===== config.mk =====
export PLATFORM = sky130hd
export DESIGN_NAME = lcd_scan_ctrl
export DESIGN_NICKNAME = d
export VERILOG_FILES = /design/src/rtl/lcd_scan_pkg.sv /design/src/rtl/lcd_scan_geom.sv /design/src/rtl/lcd_scan_seq.sv /design/src/rtl/lcd_scan_pix.sv /design/src/rtl/lcd_scan_ctrl.sv
export SDC_FILE = /design/constraint.sdc
export NUM_CORES = 1
export LEC_CHECK = 0
export BUFFER_PORTS_ARGS = -buffer_cell sky130_fd_sc_hd__buf_4
export CORE_UTILIZATION = 25
export DETAILED_ROUTE_END_ITERATION = 10
export PLACE_DENSITY_LB_ADDON = 0.15
export SYNTH_ARGS = -nofsm -noshare
export SYNTH_HDL_FRONTEND = slang
export SYNTH_SLANG_ARGS = --single-unit
export TNS_END_PERCENT = 50

===== constraint.sdc =====
create_clock -name clk -period 4.65 [get_ports clk]
set_input_delay 0.6975 -clock clk [delete_from_list [all_inputs] [get_ports clk]]
set_output_delay 0.6975 -clock clk [all_outputs]
set_load 0.1 [all_outputs]

===== src/rtl/lcd_scan_pkg.sv =====
package lcd_scan_pkg;

    typedef enum logic [1:0] {
        DEPTH_MONO   = 2'b00,
        DEPTH_GREY2  = 2'b01,
        DEPTH_GREY4  = 2'b10,
        DEPTH_COLOR8 = 2'b11
    } depth_e;

    // pixels moved per nibble transfer in the packed modes
    localparam int PIX_PER_XFER     = 4;
    // colour mode: 8 pixels need 3 nibble transfers (R, G, B)
    localparam int COLOR_GROUP_PIX  = 8;
    localparam int COLOR_GROUP_XFER = 3;

endpackage


===== src/rtl/lcd_scan_geom.sv =====
module lcd_scan_geom
    import lcd_scan_pkg::*;
#(
    parameter int WW = 10,
    parameter int HW = 9
) (
    input  logic [1:0]    depth,
    input  logic          split,
    input  logic [WW-1:0] width,
    input  logic [HW-1:0] height,
    output logic [WW-1:0] h_last,
    output logic [HW-1:0] v_last,
    output logic [WW-1:0] rate
);
    localparam int GRP_SH = $clog2(COLOR_GROUP_PIX);
    localparam int XFR_SH = $clog2(PIX_PER_XFER);

    logic          color_full;
    logic [WW-1:0] xfers;

    always_comb begin
        color_full = (depth_e'(depth) == DEPTH_COLOR8) && !split;
        if (color_full)
            xfers = WW'((width >> GRP_SH) * COLOR_GROUP_XFER);
        else
            xfers = width >> XFR_SH;
        h_last = xfers - 1'b1;
        rate   = h_last + 1'b1;
        v_last = (split ? (height >> 1) : height) - 1'b1;
    end
endmodule


===== src/rtl/lcd_scan_seq.sv =====
module lcd_scan_seq #(
    parameter int HCW = 10,
    parameter int VCW = 9
) (
    input  logic           clk,
    input  logic           rst_n,
    input  logic           tick,
    input  logic           go,
    input  logic           freeze,
    input  logic           alt_line,
    input  logic [HCW-1:0] h_last,
    input  logic [VCW-1:0] v_last,
    output logic           run_d_o,
    output logic           run_o,
    output logic           line_pulse,
    output logic           frame_pulse,
    output logic           alt_drive,
    output logic           dma_restart
);
    typedef struct packed {
        logic           run;
        logic [HCW-1:0] h;
        logic [VCW-1:0] v;
        logic           lp;
        logic           fp;
        logic           alt;
        logic           dma;
    } seq_t;

    seq_t seq_d, seq_q;

    always_comb begin
        seq_d     = seq_q;
        seq_d.dma = 1'b0;
        if (!go) begin
            seq_d = '0;
        end else if (!seq_q.run) begin
            if (!freeze) begin
                seq_d.run = 1'b1;
                seq_d.h   = '0;
                seq_d.v   = '0;
                seq_d.lp  = 1'b0;
                seq_d.fp  = 1'b1;
                seq_d.dma = 1'b1;
            end
        end else if (tick) begin
            seq_d.lp = (seq_q.h >= h_last);
            if (seq_q.h >= h_last) begin
                seq_d.h = '0;
                if (alt_line)
                    seq_d.alt = ~seq_q.alt;
                if (seq_q.v >= v_last) begin
                    seq_d.v = '0;
                    if (freeze) begin
                        seq_d = '0;
                    end else begin
                        seq_d.fp  = 1'b1;
                        seq_d.dma = 1'b1;
                        if (!alt_line)
                            seq_d.alt = ~seq_q.alt;
                    end
                end else begin
                    seq_d.v  = seq_q.v + 1'b1;
                    seq_d.fp = 1'b0;
                end
            end else begin
                seq_d.h = seq_q.h + 1'b1;
            end
        end
    end

    always_ff @(posedge clk or negedge rst_n) begin
        if (!rst_n)
            seq_q <= '0;
        else
            seq_q <= seq_d;
    end

    assign run_d_o     = seq_d.run;
    assign run_o       = seq_q.run;
    assign line_pulse  = seq_q.lp;
    assign frame_pulse = seq_q.fp;
    assign alt_drive   = seq_q.alt;
    assign dma_restart = seq_q.dma;
endmodule


===== src/rtl/lcd_scan_pix.sv =====
module lcd_scan_pix #(
    parameter int DATA_W = 4
) (
    input  logic              clk,
    input  logic              rst_n,
    input  logic              run_next,
    input  logic              invert,
    input  logic [DATA_W-1:0] pix_in,
    output logic [DATA_W-1:0] vdata
);
    logic [DATA_W-1:0] data_d, data_q;

    always_comb begin
        if (run_next)
            data_d = pix_in ^ {DATA_W{invert}};
        else
            data_d = '0;
    end

    always_ff @(posedge clk or negedge rst_n) begin
        if (!rst_n)
            data_q <= '0;
        else
            data_q <= data_d;
    end

    assign vdata = data_q;
endmodule


===== src/rtl/lcd_scan_ctrl.sv =====
module lcd_scan_ctrl #(
    parameter int WW     = 10,
    parameter int HW     = 9,
    parameter int DATA_W = 4
) (
    input  logic              clk,
    input  logic              rst_n,
    input  logic              vid_tick,
    input  logic              ctl_enable,
    input  logic              ctl_disp_on,
    input  logic              ctl_split,
    input  logic [1:0]        ctl_depth,
    input  logic              ctl_invert,
    input  logic              ctl_freeze,
    input  logic              ctl_alt_line,
    input  logic [WW-1:0]     panel_width,
    input  logic [HW-1:0]     panel_height,
    input  logic [DATA_W-1:0] pix_in,
    output logic [DATA_W-1:0] vdata,
    output logic              line_pulse,
    output logic              frame_pulse,
    output logic              alt_drive,
    output logic              dma_restart,
    output logic [WW-1:0]     rate_div
);
    logic [WW-1:0] h_last;
    logic [HW-1:0] v_last;
    logic          scan_go;
    logic          scan_run_d;
    logic          scan_run;

    assign scan_go = ctl_enable && ctl_disp_on;

    lcd_scan_geom #(.WW(WW), .HW(HW)) u_geom (
        .depth  (ctl_depth),
        .split  (ctl_split),
        .width  (panel_width),
        .height (panel_height),
        .h_last (h_last),
        .v_last (v_last),
        .rate   (rate_div)
    );

    lcd_scan_seq #(.HCW(WW), .VCW(HW)) u_seq (
        .clk         (clk),
        .rst_n       (rst_n),
        .tick        (vid_tick),
        .go          (scan_go),
        .freeze      (ctl_freeze),
        .alt_line    (ctl_alt_line),
        .h_last      (h_last),
        .v_last      (v_last),
        .run_d_o     (scan_run_d),
        .run_o       (scan_run),
        .line_pulse  (line_pulse),
        .frame_pulse (frame_pulse),
        .alt_drive   (alt_drive),
        .dma_restart (dma_restart)
    );

    lcd_scan_pix #(.DATA_W(DATA_W)) u_pix (
        .clk      (clk),
        .rst_n    (rst_n),
        .run_next (scan_run_d),
        .invert   (ctl_invert),
        .pix_in   (pix_in),
        .vdata    (vdata)
    );
endmodule


; ---- Word level (Yosys, flattened, before mapping)
; Index checks and enable logic that the tools add are counted.
[word_totals]
ff_bits = 28
out_inout_bits = 18
word_cells = 53
[classes]
addsub = 5
multipliers = 1
magnitude_cmp = 2
n_eq_ne = 7
muxes = 22
bitwise = 2
reduce_logical = 6
[op_table]
columns = op, count
row1 = 2-to-1 mux 24 bit, 2
row2 = 2-to-1 mux 22 bit, 2
row3 = 2-to-1 mux 9 bit, 3
row4 = 2-to-1 mux 21 bit, 1
row5 = "adder 10 x 1 -> 10 bit, second input constant", 2
row6 = 2-to-1 mux 13 bit, 1
row7 = 2-to-1 mux 11 bit, 1
row8 = >= comparator 10 bit, 1
row9 = 2-to-1 mux 10 bit, 1
row10 = "subtractor 10 x 1 -> 10 bit, second input constant", 1
row11 = "adder 9 x 1 -> 9 bit, second input constant", 1
row12 = >= comparator 9 bit, 1
row13 = "multiplier 7 x 2 -> 9 bit, second input constant", 1
row14 = "inequality test 3 bit, second input constant", 3
row15 = "subtractor 9 x 1 -> 9 bit, second input constant", 1
row16 = 2-to-1 mux 1 bit, 8
row17 = "inequality test 2 bit, second input constant", 3
row18 = AND reduction 3 bit, 2
row19 = 2-to-1 mux 4 bit, 1
row20 = bitwise XOR 4 bit, 1
row21 = 2-to-1 mux 3 bit, 1
row22 = "equality test 2 bit, second input constant", 1
row23 = logical AND 1 bit, 2
row24 = 2-to-1 mux 2 bit, 1
row25 = other kinds (3), 3

; ---- Longest topological paths before layout
; Gate-level depths: netlist of the first run.
[logic_depth]
ltp_word = 10
mapped_depth = 20
depth_no_buf = 19

; ---- By module
; A second synthesis of the first run with hierarchy kept.
[hier_totals]
hier_cells = 383
hier_area_um2 = 3141.8
[by_module_without_submodules]
columns = module, n_inst, cells_per_inst, area_each_um2
row1 = lcd_scan_seq, 1, 212, 1816.7
row2 = lcd_scan_geom, 1, 158, 1158.6
row3 = lcd_scan_pix, 1, 12, 160.2
row4 = lcd_scan_ctrl, 1, 1, 6.3

; ---- Worst setup path before layout of the first run
; OpenSTA, ideal clock, no wires.
[synth_timing]
path_kind = input to output
from = input port panel_width[3]
to = output port rate_div[7]
t_arrival_ps = 5748
required_time_ps = 3953
setup_slack_ps = -1796
stages = 8
n_path_buf = 0
cell_sequence = ha_1 -> inv_1 -> fa_1 -> o21ai_0 -> xnor2_1 -> or3_1 -> nor2_1 -> xnor2_1
[synth_via]
elab_chain_len = 4
[synth_lines]
columns = item, line
row1 = from (decl), lcd_scan_ctrl.sv:16  ; input logic [WW-1:0] panel_width,
row2 = multiplier 7 x 2 -> 9 bit, lcd_scan_geom.sv:24  ; xfers = WW'((width >> GRP_SH) * COLOR_GROUP_XFER);
row3 = 2-to-1 mux 9 bit (*), lcd_scan_geom.sv:23  ; if (color_full)
row4 = subtractor 10 x 1 -> 10 bit (*), lcd_scan_geom.sv:27  ; h_last = xfers - 1'b1;
row5 = adder 10 x 1 -> 10 bit (*), lcd_scan_geom.sv:28  ; rate = h_last + 1'b1;
row6 = to (decl), lcd_scan_ctrl.sv:24  ; output logic [WW-1:0] rate_div
; Every way passes the cells marked *; elsewhere a longest branch is shown, timed or not.

; ---- Worst setup path in the final report of the first run
[layout_timing]
from = input port panel_width[4]
to = output port rate_div[9]
; Same word-level chain as after synthesis.

==> reports/results.txt, run 1 <==
GRT Overall Usage -> 12.3%
Worst setup SP type -> primary input
mux share of post-synthesis cell area -> 3.66%
most frequent cells in the layout -> buf_4 (60), ha_1 (29), dfrtp_1 (28), inv_1 (27), nor2_1 (24)
period utilization -> 92.6%
main combinational cell family by area after synthesis -> compound AO/OA/AOI/OAI gates
share of layout cells above drive strength 1 -> 21.2%
worst skew pair latency -> 0.28 ns
Cell Area, Synth -> 0.00280 sq mm
Sink Count -> 28
Synth-to-Final Area Change -> 24.8%
IO Pins -> 52
setup violators final -> 0
max cap viols -> 0
vias in the first global route -> 2,516
Layout Nets -> 457
max_slew headroom -> 61.3%
status -> finished, final reports clean
Core Util, Final -> 32.1%
Critical-path top delay cell -> o21ai_1
Syn Nets -> 398
count of cell types in the netlist -> 58
row count -> 38
EDFF count, synth -> 0
CP cell instances -> buf_4 -> ha_1 -> a211oi_1 -> o31ai_1 -> xor2_1 -> o21ai_1 -> inv_1 -> nand4_1 -> nor2_1 -> xnor2_1 -> nor3_1 -> mux2_2 -> buf_4
sequential fraction of the synthesis area -> 25.0%
Post-synth ARST share -> 100%
Port Buffers -> 49
kind of critical path -> in -> out
post-synthesis cell count -> 334
DP HPWL -> 5290 microns
Final Skew -> 0.0104 ns
final hold slack -> 0.325 ns
Iteration-0 DRC Markers -> 117
vias per cell -> 4.82
fin area -> 0.00349 sq mm
setup TNS -> 0 ns
root buffer cell -> clkbuf_8
post-synthesis simple-gate area fraction -> 21.5%
routed vias -> 2,563
antenna violations before repair -> 0
H-tree depth -> 1
maximum VDD drop -> 0.109 mV
Post-CTS Setup Bufs -> 0
placed cell area -> 0.00342 sq mm
Synth Area in Compound Gates -> 23.1%
r2r worst-path depth -> 11
average size of a mapped cell -> 8.38 sq um
maximum clock rate -> 0.232 GHz
Setup crit end kind -> output pin
YS warnings -> 0
PwrDens -> 211 mW/mm^2
largest net degree at the start of global routing -> 29
min Tclk post-route -> 4.31 ns
Synth Register Bits -> 28
Die Wd -> 108 microns
P_leak -> 1.58 nW
RSZ-0062 raised after global routing -> false
top_reg_cell synth -> dfrtp_1
GP Congestion -> 0.814
cts bufs inserted -> 3
Clock transition at path regs -> 0.11 ns
Slew Limit Fails -> 0
final WL -> 6680 microns
DRC -> 0
CTS max path bufs -> 2
Worst Path Max Fanout -> 6
slowest cell delay on critical path -> 0.41 ns
final hold vios -> 0
Remaining Overflow, GRT -> 0
critical path's most frequent cell -> buf_4
Die Ht -> 108 microns
XOR/XNOR share of the synthesized area -> 7.51%
Routed Antenna Nets -> 0
Adder-Cell Fraction of Synth Area -> 13.7%
Antenna Cells -> 0
Pre-Repair DR Iteration Count -> 4
initial core utilization -> 25.7%
Die ar. -> 0.0116 sq mm
CP required -> 3.95 ns
WP data arrival -> 3.61 ns
first-pass GRT wire length -> 11,600 microns
commonest non-fill, non-tap cell in the layout -> buf_4
core area -> 0.0109 sq mm
fillers -> 1,140
WL/cell -> 12.6 microns
CTS tree -> built
worst min path class -> in -> async
Least-Margin Pin Slew -> 0.578 ns
[power by group]
| part | total (mW) | internal (mW) | switching (mW) | leakage, nW |
|---|---|---|---|---|
| registers | 0.248 | 0.246 | 0.00180 | 0.388 |
| clock network | 0.197 | 0.115 | 0.0819 | 0.0357 |
| logic | 0.292 | 0.0980 | 0.194 | 1.15 |
| total | 0.737 | 0.459 | 0.278 | 1.58 |
[per-layer routing]
metal	vias up	share of wire, %	global-route usage (%)
li1	1337	-	-
met1	1177	51	17.1
met5	-	0	0
met2	44	45	20.6
met3	5	3.4	1.03
met4	0	0.76	2.35
[worst paths after layout]
check | startpoint | end | slack [ns]
setup / recovery | panel_width[4] | rate_div[9] | 0.34
hold / removal | rst_n | u_seq.seq_q[21] | 0.32
setup reg to reg | u_seq.seq_q[13] | u_pix.vdata[2] | 1.94
hold reg to reg | u_seq.line_pulse | u_seq.line_pulse | 0.51
max in group asynchronous | rst_n | u_seq.seq_q[11] | 4.05
min in group clk | u_seq.line_pulse | u_seq.line_pulse | 0.51
[repair_timing]
item / 4_1_cts / 5_1_grt
hold buffers: 0 / 0
setup endpoints to repair: 0 / 10
resized for setup: 0 / 2
[worst max-delay path, delay by kind of cell]
family | cells | cell delay, ns
AO/OA/AOI/OAI | 3 | 0.98
XOR/XNOR | 2 | 0.35
adder cells (fa/ha/maj) | 1 | 0.28
buffers and inverters | 3 | 0.49
multiplexers | 1 | 0.36
AND/OR/NAND/NOR | 3 | 0.45
[layout make-up]
cell class | count | area, sq um | area share [%]
flip-flops and latches | 28 | 701 | 20.1
repair buffers | 61 | 470 | 13.5
clock inverters | 1 | 30.0 | 0.859
clock buffers | 3 | 41.3 | 1.18
inverters | 27 | 101 | 2.90
multi-input cells | 272 | 1980 | 56.5
well taps | 140 | 175 | 5.01
[cells in the mapped netlist, types with 2 or more instances]
| cell type | number | area [sq um] |
|---|---|---|
| inv_1 | 27 | 101 |
| nor2b_1 | 3 | 18.8 |
| ha_1 | 29 | 363 |
| a22o_1 | 3 | 26.3 |
| and3_1 | 8 | 50.1 |
| or2_2 | 2 | 12.5 |
| o211ai_1 | 3 | 22.5 |
| mux2i_1 | 8 | 80.1 |
| nor2_1 | 24 | 90.1 |
| o31ai_1 | 5 | 37.5 |
| nand3_1 | 10 | 50.1 |
| or3_1 | 6 | 37.5 |
| mux2_2 | 2 | 22.5 |
| nand2_1 | 22 | 82.6 |
| o21a_1 | 5 | 37.5 |
| nor3_1 | 16 | 80.1 |
| o21ai_0 | 21 | 105 |
| o21bai_1 | 2 | 15.0 |
| xor2_1 | 9 | 78.8 |
| o221ai_1 | 4 | 35.0 |
| xnor2_1 | 15 | 131 |
| dfrtp_1 | 28 | 701 |
| a211oi_1 | 5 | 37.5 |
| a31oi_1 | 7 | 43.8 |
| nand2b_1 | 8 | 50.1 |
| and2_1 | 2 | 12.5 |
| o22ai_1 | 2 | 12.5 |
| nand3b_1 | 4 | 30.0 |
| a21oi_1 | 17 | 85.1 |
| o31a_1 | 2 | 17.5 |
| clkbuf_1 | 2 | 7.51 |
| a21o_1 | 4 | 30.0 |
| buf_6 | 3 | 33.8 |
| nand4_1 | 2 | 12.5 |
[sequential cells by signal, indices dropped and copies added (netlist names)]
register	cells
u_seq.dma_restart	1
u_seq.run_o	1
u_seq.line_pulse	1
u_pix.vdata	4
u_seq.alt_drive	1
u_seq.frame_pulse	1
u_seq.seq_q	19
[kinds of logic after synthesis]
| group | Yosys count |
|---|---|
| and+or+nand+nor | 114 |
| AOI/OAI and AO/OA | 94 |
| buffers and inverters | 34 |
| adders and majority gates | 30 |
| DFF | 28 |
| xor gates and xnor gates | 24 |
| muxes | 10 |
[stage by stage]
step	total power, mW	instances	setup slack, ns
final	0.737	532	0.344
after global routing	0.780	532	0.0549
after CTS	0.745	532	0.318
after detailed placement	0.546	528	0.0564
after global placement	0.543	528	0.172
after floorplan	0.458	334	-0.261
(Power assumes the default switching activity.)
==> inputs of run 2 (changes only) <==
--- a/config.mk
+++ b/config.mk
@@ -8,7 +8,7 @@
 export BUFFER_PORTS_ARGS = -buffer_cell sky130_fd_sc_hd__buf_4
 export CORE_UTILIZATION = 25
 export DETAILED_ROUTE_END_ITERATION = 10
-export PLACE_DENSITY_LB_ADDON = 0.15
+export PLACE_DENSITY = 0.43
 export SYNTH_ARGS = -nofsm -noshare
 export SYNTH_HDL_FRONTEND = slang
 export SYNTH_SLANG_ARGS = --single-unit
==> constraint.sdc (replaced) <==
create_clock -name clk -period 4.65 [get_ports clk]
set_input_delay 0.2325 -clock clk [delete_from_list [all_inputs] [get_ports clk]]
set_output_delay 0.2325 -clock clk [all_outputs]
set_load 0.1 [all_outputs]
==> run 2 against run 1 <==
  * Via count fell by 0.78%
  * Register-to-register slack got worse by 0.12 ns
  * Largest cell class unchanged
  * First-iteration DRC count fell by 54%
  * Non-clock buffer count decreased by 7
  * Cell area shrank 2.7%
  * Wire length is 3.2% lower
  * Global-route usage is 0.58 points lower
==> reports/results.txt, run 2 (synthesis gave the netlist of run 1 again) <==
status -> finished, final reports clean
Layout Nets -> 450 (-1.5%)
vias in the first global route -> 2,421 (-3.8%)
setup violators final -> 0 (unchanged)
Post-CTS Setup Bufs -> 0 (unchanged)
DRC -> 0 (unchanged)
period utilization -> 87.1% (-5.5 points)
first-pass GRT wire length -> 11,200 microns (-4.1%)
min Tclk post-route -> 4.05 ns (-0.254 ns)
cts bufs inserted -> 3 (unchanged)
Setup crit end kind -> flip-flop
maximum clock rate -> 0.247 GHz (+6.3%)
RSZ-0062 raised after global routing -> false
Port Buffers -> 49 (unchanged)
Die Wd -> 108 microns (unchanged)
switching fraction of total power -> 39.8% (+2.1 points)
row count -> 38 (unchanged)
H-tree depth -> 1 (unchanged)
Final Skew -> 0.00364 ns (-0.00674 ns)
CP required -> 4.79 ns (+0.84 ns)
IO Pins -> 52 (unchanged)
Die Ht -> 108 microns (unchanged)
Worst Path Max Fanout -> 13 (+7)
Core Util, Final -> 31.2% (-0.86 points)
CTS resizes -> 0 (unchanged)
WP data arrival -> 4.19 ns (+0.58 ns)
cts hold-fix bufs -> 1 (+1)
Antenna Cells -> 0 (unchanged)
routed vias -> 2,543 (-0.78%)
number of placed cells counting well taps -> 520 (-1.5%)
initial core utilization -> 25.7% (unchanged)
final hold vios -> 0 (unchanged)
Die ar. -> 0.0116 sq mm (unchanged)
Sink Count -> 28 (unchanged)
core area -> 0.0109 sq mm (unchanged)
Least-Margin Pin Slew -> 0.593 ns (+0.0145 ns)
Worst setup SP type -> primary input
Pre-Repair DR Iteration Count -> 4 (unchanged)
Iteration-0 DRC Markers -> 54 (-54%)
Flop pwr share -> 36.2% (+2.6 points)
Synth-to-Final Area Change -> 21.4%
vias per cell -> 4.84 (+0.54%)
Final Non-Filler Cells -> 525 (-1.3%)
Biggest register -> u_seq.seq_q
Remaining Overflow, GRT -> 0 (unchanged)
antenna violations before repair -> 0 (unchanged)
root buffer cell -> clkbuf_8
commonest non-fill, non-tap cell in the layout -> buf_4
setup TNS -> 0 ns (unchanged)
P_leak -> 1.53 nW (-3.0%)
final WL -> 6460 microns (-3.2%)
Clock transition at path regs -> 0.10 ns (about the same)
maximum VDD drop -> 0.114 mV (+4.6%)
GRT Overall Usage -> 11.7% (-0.58 points)
max_slew headroom -> 60.3% (-0.97 points)
Switching Power -> 272 uW (-2.1%)
worst min path class -> in -> reg
max reg flops -> 19 (unchanged)
Slew Limit Fails -> 0 (unchanged)
Int Pwr -> 412 uW (-10%)
kind of critical path -> in -> reg
largest net degree at the start of global routing -> 29 (unchanged)
max cap viols -> 0 (unchanged)
share of layout cells above drive strength 1 -> 18.7% (-2.5 points)
GP Congestion -> 0.718 (-12%)
WL/cell -> 12.3 microns (-1.9%)
CTS max path bufs -> 2 (unchanged)
Routed Antenna Nets -> 0 (unchanged)
CTS tree -> built
Clock power frac -> 22.6% (-4.2 points)
Comb power frac -> 41.3% (+1.7 points)
most frequent cells in the layout -> buf_4 (53), ha_1 (29), dfrtp_1 (28), inv_1 (27), nor2_1 (24)
DP HPWL -> 5150 microns (-2.6%)
PwrDens -> 201 mW/mm^2 (-4.6%)
worst skew pair latency -> 0.27 ns (about the same)
==> run 2: path summary, 6_finish.rpt <==
kind | start | endpoint | slack [ns] | cells past startpoint
max in group asynchronous | rst_n | u_seq.seq_q[22] | 3.98 | 2
min | pix_in[2] | u_pix.vdata[2] | 0.12 | 2
min in group asynchronous | rst_n | u_seq.seq_q[5] | 0.41 | 2
max | panel_width[3] | u_seq.seq_q[10] | 0.60 | 18
max reg2reg | u_seq.seq_q[13] | u_seq.seq_q[10] | 1.82 | 11
min reg2reg | u_seq.seq_q[22] | u_seq.seq_q[22] | 0.50 | 1
==> run 2: power by group through the flow <==
| stage | clock network [mW] | registers [mW] | logic [mW] |
|---|---|---|---|
| final | 0.155 | 0.248 | 0.282 |
| after global routing | 0.172 | 0.248 | 0.306 |
| after CTS | 0.162 | 0.248 | 0.285 |
| after detailed placement | 0 | 0.252 | 0.284 |
| after global placement | 0 | 0.252 | 0.281 |
| after floorplan | 0 | 0.267 | 0.188 |
==> run 2: final cells by class <==
type,instances,area (sq um)
Clock buffer,4,55.1
Fill cell,1153,7490
Inverter,27,101
Multi-Input combinational cell,272,1960
Sequential cell,28,701
Tap cell,140,175
Timing Repair Buffer,54,408
==> run 2: metrics by stage <==
step	total power, mW	setup WS, ns	hold WS (ns)	instance area, sq um
3_5_place_dp	0.536	0.295	0.191	3340
2_1_floorplan	0.456	0.00278	-0.0631	2820
5_1_grt	0.726	0.219	0.121	3400
4_1_cts	0.695	0.564	0.115	3400
6_report	0.684	0.598	0.125	3400
3_3_place_gp	0.534	0.375	0.190	3340
==> run 2: metal layers <==
| metal | part of all wire [%] | track usage, % | vias to the layer above |
|---|---|---|---|
| met5 | 0 | 0 | - |
| met4 | 0.48 | 2.35 | 0 |
| met3 | 3.3 | 0.908 | 2 |
| met2 | 46 | 19.5 | 41 |
| met1 | 50 | 16.4 | 1178 |
| li1 | - | - | 1322 |
==> run 2: critical path, cell delays in order <==
cell,delay [ns]
buf_4,0.12
ha_1,0.16
inv_1,0.06
fa_1,0.38
nor2b_1,0.22
nor3_1,0.09
a21oi_1,0.31
nand2_4,0.10
nor2_1,0.13
xor2_1,0.32
ha_1,0.31
a2111oi_0,0.47
o21bai_1,0.13
o31ai_1,0.27
a21oi_2,0.18
o21ai_2,0.44
or3_1,0.19
o221ai_1,0.09
==> inputs of run 3 (changes only) <==
--- a/config.mk
+++ b/config.mk
@@ -6,6 +6,7 @@
 export NUM_CORES = 1
 export LEC_CHECK = 0
 export BUFFER_PORTS_ARGS = -buffer_cell sky130_fd_sc_hd__buf_4
+export CORE_MARGIN = 8
 export CORE_UTILIZATION = 25
 export DETAILED_ROUTE_END_ITERATION = 10
 export PLACE_DENSITY = 0.43
==> run 3 against run 2 <==
  * Sequential power hardly changed
  * Via count down 1.5%
  * Flip-flop and latch count unchanged
  * Critical path type unchanged
  * Setup slack improved by 0.18 ns
  * Largest power group unchanged
  * Hold slack got worse by 0.0092 ns
  * Maximum frequency grew 4.6%
==> reports/results.txt, run 3 (synthesis gave the netlist of run 1 again) <==
commonest non-fill, non-tap cell in the layout -> buf_4
RSZ-0062 raised after global routing -> false
setup violators final -> 0 (unchanged)
setup TNS -> 0 ns (unchanged)
first-pass GRT wire length -> 11,900 microns (+6.2%)
critical path's most frequent cell -> ha_1
Slew Limit Fails -> 0 (unchanged)
worst min path class -> in -> reg
Tot Pwr -> 728 uW (+6.4%)
Worst setup SP type -> primary input
final WL -> 6830 microns (+5.7%)
reg2reg setup slack -> 1.81 ns (about the same)
min Tclk post-route -> 3.87 ns (-0.179 ns)
period utilization -> 83.3% (-3.8 points)
P_leak -> 1.54 nW (+0.45%)
CTS tree -> built
WP data arrival -> 4.01 ns (-0.18 ns)
PwrDens -> 213 mW/mm^2 (+5.9%)
Clock transition at path regs -> 0.11 ns (about the same)
final hold vios -> 0 (unchanged)
WL/cell -> 13.0 microns (+5.7%)
initial core utilization -> 25.7% (unchanged)
status -> finished, final reports clean
max_slew headroom -> 60.9% (+0.56 points)
Layout Nets -> 450 (unchanged)
kind of critical path -> in -> reg
GRT Overall Usage -> 9.35% (-2.3 points)
fin area -> 0.00342 sq mm (+0.48%)
routed vias -> 2,506 (-1.5%)
CP cell instances -> buf_4 -> ha_1 -> inv_1 -> fa_1 -> nand3b_1 -> a21oi_4 -> nand2_4 -> nor2_1 -> xor2_1 -> ha_1 -> a2111oi_0 -> o21bai_1 -> o31ai_1 -> a21oi_2 -> o21ai_2 -> or3_1 -> o221ai_1
Die ar. -> 0.0148 sq mm (+28%)
Sink Count -> 28 (unchanged)
CP required -> 4.79 ns (about the same)
Die Wd -> 122 microns (+13%)
DRC -> 0 (unchanged)
Setup crit end kind -> flip-flop
largest net degree at the start of global routing -> 29 (unchanged)
Antenna Cells -> 0 (unchanged)
Die Ht -> 122 microns (+13%)
GP Congestion -> 0.753 (+4.9%)
placed cell area -> 0.00334 sq mm (unchanged)
vias per cell -> 4.77 (-1.5%)
Biggest register -> u_seq.seq_q
most frequent cells in the layout -> buf_4 (53), ha_1 (29), dfrtp_1 (28), inv_1 (27), nor2_1 (24)
cts bufs inserted -> 3 (unchanged)
root buffer cell -> clkbuf_8
maximum VDD drop -> 0.163 mV (+43%)
H-tree depth -> 1 (unchanged)
Pre-Repair DR Iteration Count -> 4 (unchanged)
fillers -> 1,177 (+2.1%)
CTS resizes -> 0 (unchanged)
row count -> 38 (unchanged)
Iteration-0 DRC Markers -> 132 (+140%)
area of the multi-input gates -> 0.00196 sq mm (unchanged)
delay-heaviest family, CP -> compound AO/OA/AOI/OAI gates
antenna violations before repair -> 0 (unchanged)
core area -> 0.0109 sq mm (unchanged)
worst skew pair latency -> 0.28 ns (about the same)
max reg flops -> 19 (unchanged)
Least-Margin Pin Slew -> 0.582 ns (-0.0102 ns)
DP HPWL -> 5550 microns (+7.7%)
CP Buf/Inv Count -> 2 (unchanged)
max cap viols -> 0 (unchanged)
Worst Path Max Fanout -> 13 (unchanged)
pre-CTS setup slack -> 0.452 ns (+0.156 ns)
CTS max path bufs -> 2 (unchanged)
Final WS setup -> 0.777 ns (+0.179 ns)
Port Buffers -> 49 (unchanged)
Post-CTS Setup Bufs -> 0 (unchanged)
cts hold-fix bufs -> 1 (unchanged)
Remaining Overflow, GRT -> 0 (unchanged)
Critical-path top delay cell -> fa_1
Synth-to-Final Area Change -> 22.0%
Final Skew -> 0.0119 ns (+0.00821 ns)
maximum clock rate -> 0.258 GHz (+4.6%)
Routed Antenna Nets -> 0 (unchanged)
share of layout cells above drive strength 1 -> 18.7% (unchanged)
slowest cell delay on critical path -> 0.54 ns (+0.07 ns)
Seq. cell area -> 701 sq um (unchanged)
vias in the first global route -> 2,559 (+5.7%)
IO Pins -> 52 (unchanged)
run 3: report_power, final:
part	internal (mW)	switching, mW
sequential	0.246	0.00165
combinational	0.0911	0.193
clock	0.115	0.0814
run 3: layout make-up:
type	instances	share of cell area, %
Multi-Input combinational cell	272	57.4
Timing Repair Buffer	54	11.9
Tap cell	140	5.13
Inverter	27	2.97
Clock buffer	3	1.21
Clock inverter	1	0.879
Sequential cell	28	20.5
run 3: path summary, 6_finish.rpt:
kind / startpoint / endpoint / cells past startpoint
max reg2reg: u_seq.seq_q[13] / u_seq.seq_q[7] / 11
max in group asynchronous: rst_n / u_seq.seq_q[8] / 2
min in group asynchronous: rst_n / u_pix.vdata[3] / 2
max: panel_width[3] / u_seq.seq_q[7] / 17
min: pix_in[1] / u_pix.vdata[1] / 2
min reg2reg: u_seq.seq_q[22] / u_seq.seq_q[22] / 1
run 3: metrics by stage:
step           hold slack (ns)  util [%]  instances
4_1_cts                  0.113      31.4        525
6_report                 0.116      31.4        525
2_1_floorplan          -0.0631         -        334
3_3_place_gp             0.191      30.6        520
5_1_grt                  0.106      31.4        525
3_5_place_dp             0.189      30.6        520
run 3: worst reg2reg max path: stages, from the launching register on:
cell and delay, ns:
dfrtp_1 0.42, inv_1 0.06, ha_1 0.26, o21ai_0 0.15
a21oi_1 0.08, a2111oi_0 0.41, o21bai_1 0.13, o31ai_1 0.27
a21oi_2 0.17, o21ai_2 0.46, or3_1 0.19, o221ai_1 0.10
run 3: routing by layer:
layer	track usage [%]	vias up	part of all wire, %	wire length [microns]
met1	12.7	1139	51	3470
met5	0	-	0	0
met2	14.8	42	43	2910
li1	-	1319	-	-
met3	2.13	6	5.6	382
met4	2.00	0	1.0	68
